**src/rtl/rst_stretch_pkg.sv**
```systemverilog
package rst_stretch_pkg;
  typedef enum logic [1:0] {
    ST_ARMED = 2'd0,
    ST_HOLD  = 2'd1,
    ST_DRAIN = 2'd2
  } stretch_state_e;
endpackage

```
**src/rtl/rise_detect.sv**
```systemverilog
module rise_detect (
  input  logic clk,
  input  logic rst_n,
  input  logic sig,
  output logic rise
);
  logic hist_q;

  always_ff @(posedge clk) begin
    if (!rst_n) hist_q <= 1'b0;
    else        hist_q <= sig;
  end

  assign rise = sig & ~hist_q;
endmodule

```
**src/rtl/hold_timer.sv**
```systemverilog
module hold_timer #(
  parameter int unsigned HOLD_CYCLES = 100
) (
  input  logic clk,
  input  logic rst_n,
  input  logic load,
  input  logic run,
  output logic expired
);
  localparam int unsigned CNT_W = (HOLD_CYCLES > 1) ? $clog2(HOLD_CYCLES) : 1;
  localparam logic [CNT_W-1:0] LOAD_VAL = CNT_W'(HOLD_CYCLES - 1);

  logic [CNT_W-1:0] cnt_q;

  always_ff @(posedge clk) begin
    if (!rst_n)                    cnt_q <= '0;
    else if (load)                 cnt_q <= LOAD_VAL;
    else if (run && cnt_q != '0)   cnt_q <= cnt_q - 1'b1;
  end

  assign expired = (cnt_q == '0);
endmodule

```
**src/rtl/rst_stretch_ctrl.sv**
```systemverilog
module rst_stretch_ctrl
  import rst_stretch_pkg::*;
#(
  parameter int unsigned CLK_HZ      = 100_000_000,
  parameter int unsigned HOLD_CYCLES = CLK_HZ
) (
  input  logic clk,
  input  logic ctl_rst_n,
  input  logic rst_req,
  output logic sys_rst,
  output logic busy
);
  stretch_state_e state_q, state_d;
  logic req_rise, tmr_expired, tmr_load, tmr_run, sys_rst_q;

  rise_detect u_rise (
    .clk  (clk),
    .rst_n(ctl_rst_n),
    .sig  (rst_req),
    .rise (req_rise)
  );

  hold_timer #(.HOLD_CYCLES(HOLD_CYCLES)) u_timer (
    .clk    (clk),
    .rst_n  (ctl_rst_n),
    .load   (tmr_load),
    .run    (tmr_run),
    .expired(tmr_expired)
  );

  always_comb begin
    state_d = state_q;
    unique case (state_q)
      ST_ARMED: if (req_rise)    state_d = ST_HOLD;
      ST_HOLD:  if (tmr_expired) state_d = rst_req ? ST_DRAIN : ST_ARMED;
      ST_DRAIN: if (!rst_req)    state_d = ST_ARMED;
      default:                   state_d = ST_ARMED;
    endcase
  end

  assign tmr_load = (state_q == ST_ARMED) && req_rise;
  assign tmr_run  = (state_q == ST_HOLD);

  always_ff @(posedge clk) begin
    if (!ctl_rst_n) begin
      state_q   <= ST_ARMED;
      sys_rst_q <= 1'b0;
    end else begin
      state_q   <= state_d;
      sys_rst_q <= (state_d == ST_HOLD);
    end
  end

  assign sys_rst = sys_rst_q;
  assign busy    = (state_q != ST_ARMED);
endmodule

```
**config.mk**
```make
export PLATFORM = sky130hd
export DESIGN_NAME = rst_stretch_ctrl
export DESIGN_NICKNAME = d
export VERILOG_FILES = /design/src/rtl/rst_stretch_pkg.sv /design/src/rtl/rise_detect.sv /design/src/rtl/hold_timer.sv /design/src/rtl/rst_stretch_ctrl.sv
export SDC_FILE = /design/constraint.sdc
export NUM_CORES = 1
export LEC_CHECK = 0
export BUFFER_PORTS_ARGS = -buffer_cell sky130_fd_sc_hd__buf_2
export CORE_ASPECT_RATIO = 0.5
export CORE_MARGIN = 2
export CORE_UTILIZATION = 40
export CTS_CLUSTER_SIZE = 40
export DETAILED_ROUTE_END_ITERATION = 7
export SLEW_MARGIN = 20
export SYNTH_ARGS = -nofsm -noshare
export SYNTH_HDL_FRONTEND = slang
export SYNTH_SLANG_ARGS = --single-unit
```
**constraint.sdc**
```tcl
create_clock -name clk -period 2.9 [get_ports clk]
set_clock_uncertainty 0.15 [all_clocks]
set_input_delay 0.29 -clock clk [delete_from_list [all_inputs] [get_ports clk]]
set_output_delay 0.29 -clock clk [all_outputs]
set_load 0.01 [all_outputs]
```
==> metrics.md <==
| Metric | Value |
|---|---|
| Status | `completed` |
| Slew margin rel. | `59.7%` |
| Clock power frac | `34.6%` |
| Crit path capture type | `flop` |
| Full die area | `4530 sq um` |
| Final min period | `2.32 ns` |
| Worst IR Drop VDD | `170 uV` |
| Max cap viols | `0` |
| Tot GR Track Use | `17.4%` |
| Clk root buf | `clkbuf_8` |
| Net Sw Frac | `29.6%` |
| RSZ-0062 raised after global routing | `no` |
| Internal power | `0.766 mW` |
| Hold path depth | `2` |
| Htree depth | `2` |
| # setup viols final | `0` |
| Max Slew Vio Count | `0` |
| Share of layout cells above drive strength 1 | `13.5%` |
| Post-route DRC | `0` |
| Comb pwr share | `19.9%` |
| Fill cells | `387` |
| Die height | `48.6 um` |
| PortBufs | `4` |
| Final hold violations | `0` |
| First-pass GRT wire length | `6.18 mm` |
| Die Wd | `93.2 um` |
| WL per Instance | `14.5 um` |
| Max FO, Critical Path | `8` |
| Worst Reg2Reg Path Length in Cells | `7` |
| Sequential-to-total area share from yosys stat | `39.0%` |
| Hold path startpoint | `rst_req` |
| Lkg Pwr | `0.658 nW` |
| Vias in the first global route | `1269` |
| Critical R2R Capture | `u_timer.cnt_q[4]` |
| RePlAce Congestion | `0.813` |
| Syn Inst Count | `183` |
| Area contributors post-synth | `dfxtp_1 (39%), nor2_1 (3.8%), a21oi_1 (3.5%)` |
| Fmax | `431 MHz` |
| Setup slack, reg-to-reg | `0.58 ns` |
| Clock buffer depth | `2` |
| WHS Endpoint | `u_rise.hist_q` |
| Initial Util | `41.2%` |
| Yosys cell types | `48` |
| Ant. Diodes | `0` |
| Setup_tns | `0 ns` |
| Switching power | `0.323 mW` |
| Syn Area/Cell | `8.70 sq um` |
| Worst-margin pin slew | `0.602 ns` |
| Final Cycle Share | `80.0%` |
| Synth area leader | `dfxtp_1` |
| Reg power frac | `45.5%` |
| Post-synth ARST share | `0%` |
| Std cell rows | `16` |
| CP Class | `flop to flop` |
| Multi-input logic area | `916 sq um` |
| Synth Register Bits | `31` |
| Cells after DPL | `238` |
| Tot Pwr | `1.09 mW` |
| WL final | `3.56 mm` |
| Critical path arrival | `2.37 ns` |
| Number of CTS-inserted buffers | `5` |
| Post-Layout Cell Count | `246` |
| Clk_lat worst skew | `0.28 ns` |
| Worst setup SP type | `flop` |
| Hold WC Path Type | `input port to flop` |
| EDFF count, synth | `0` |
| Largest net degree at the start of global routing | `19` |
| Via count | `1391` |
| Core Area | `3860 sq um` |
| DR iter-0 viols | `87` |
| Detailed Routing Iterations Pass 1 | `4` |
| Layout net count | `195` |
| Register area | `621 sq um` |
| Area delta synth->final | `11.9%` |
| Antenna Nets Post-Route | `0` |
| Post-DP HPWL | `2.52 mm` |
| Via/cell ratio | `5.65` |
| Post-layout util | `46.1%` |
| Main synth FF type | `dfxtp_1` |
| Initial antenna violation count | `0` |
| Remaining Overflow, GRT | `0` |
| Post-Syn Area | `1590 sq um` |
| CTS tree | `done` |
| Yosys top cell area share | `39.0%` |
| CP required | `2.95 ns` |
| Syn Nets | `187` |
| Post-cts resize count | `0` |
| Io pins | `5` |
| Pwr/cell area | `612 nW/um^2` |
| Hold Buf Count CTS | `0` |
| Clock sink total | `31` |
| Reg2reg start | `u_timer.cnt_q[0]` |
| Postcts setup bufs | `0` |
| Clock transition at the registers of the reported paths | `0.06 ns` |
| Synthesis Warnings | `0` |
## power by group through the flow
stage	Combinational, mW	Sequential, mW	Clock [mW]
floorplan	0.165	0.496	0
global placement	0.215	0.504	0
detailed placement	0.216	0.504	0
CTS	0.216	0.495	0.383
global route	0.243	0.500	0.402
finish	0.217	0.496	0.377
## critical path, stage by stage (launching register included)
cell	delay (ns)
dfxtp_1	0.37
inv_1	0.08
ha_1	0.21
nor4b_4	0.45
and3_1	0.28
a31oi_1	0.24
and4_1	0.29
nor3_1	0.16
## synthesized netlist by cell type, drive strengths merged, types with 2 or more instances
cell,number
nor4,3
a211oi,7
or3,3
o31ai,4
or2,5
o41ai,2
a31oi,7
o21ai,4
nand2b,2
and2,2
xnor2,5
clkbuf,4
mux2,2
nor4b,2
a311oi,3
dfxtp,31
a21oi,11
or4,5
nand2,10
nand3,9
nor2,17
and3,6
xor2,2
and4,3
nor3,10
inv,4
buf,4
o31a,4
## state kept, by name, indices dropped and copies added, names as in the netlist
register and cells:
state_q 2, u_rise.hist_q 1, u_timer.cnt_q 27, sys_rst 1
## logic make-up (layout without fill, tap and decap cells)
kind of cell | after synthesis | after routing | share of synthesized area [%]
AND/OR/NAND/NOR | 82 | 82 | 31.0
AO/OA/AOI/OAI | 47 | 47 | 20.5
flip-flops | 31 | 31 | 39.0
buffers and inverters | 13 | 22 | 3.46
XOR/XNOR | 7 | 7 | 3.85
multiplexers | 2 | 2 | 1.41
adder cells (fa/ha/maj) | 1 | 1 | 0.786
## through the flow
stage	setup slack, ns	instance area, sq um	hold slack [ns]
floorplan	0.798	1590	0.268
global placement	0.657	1680	0.316
detailed placement	0.591	1680	0.314
CTS	0.580	1780	0.0867
global route	0.326	1780	0.104
finish	0.580	1780	0.0877
## cells in the final DEF (no fill, tap or decap), types with 3 or more instances in the layout
cell and count:
a211oi_1 7, a21oi_1 11, nor3_1 10, and3_1 6
o31ai_1 4, and4_1 3, buf_2 4, or3_1 3
nor2_1 16, clkbuf_8 7, nand2_1 9, o21ai_0 3
xnor2_1 5, dfxtp_1 31, nand3_1 9, inv_1 4
or4_1 4, or2_2 4, buf_4 5, o31a_1 4
a31oi_1 7, a311oi_1 3
## area by class of cell
type,instances,share of cell area [%]
Clock buffer,8,5.62
Inverter,5,1.05
Multi-Input combinational cell,139,51.4
Sequential cell,31,34.9
Tap cell,54,3.79
Timing Repair Buffer,9,3.23
## layer usage
layer  part of all wire (%)  up-vias  global-route usage, %
met5                      0        -                      0
met4                    1.3        0                   5.88
met3                    3.1        7                   4.67
met2                     40       18                   25.1
met1                     55      650                   25.2
li1                       -      716                      -
## worst max-delay path by stage
stage,startpoint,to,slack (ns),cells past startpoint
floorplan,u_timer.cnt_q[13],u_timer.cnt_q[21],0.80,5
global placement,u_timer.cnt_q[13],u_timer.cnt_q[20],0.66,5
detailed placement,u_timer.cnt_q[0],u_timer.cnt_q[4],0.59,7
CTS,u_timer.cnt_q[0],u_timer.cnt_q[4],0.58,7
global route,u_timer.cnt_q[0],u_timer.cnt_q[13],0.33,8
finish,u_timer.cnt_q[0],u_timer.cnt_q[4],0.58,7
(Power assumes the default switching activity.)
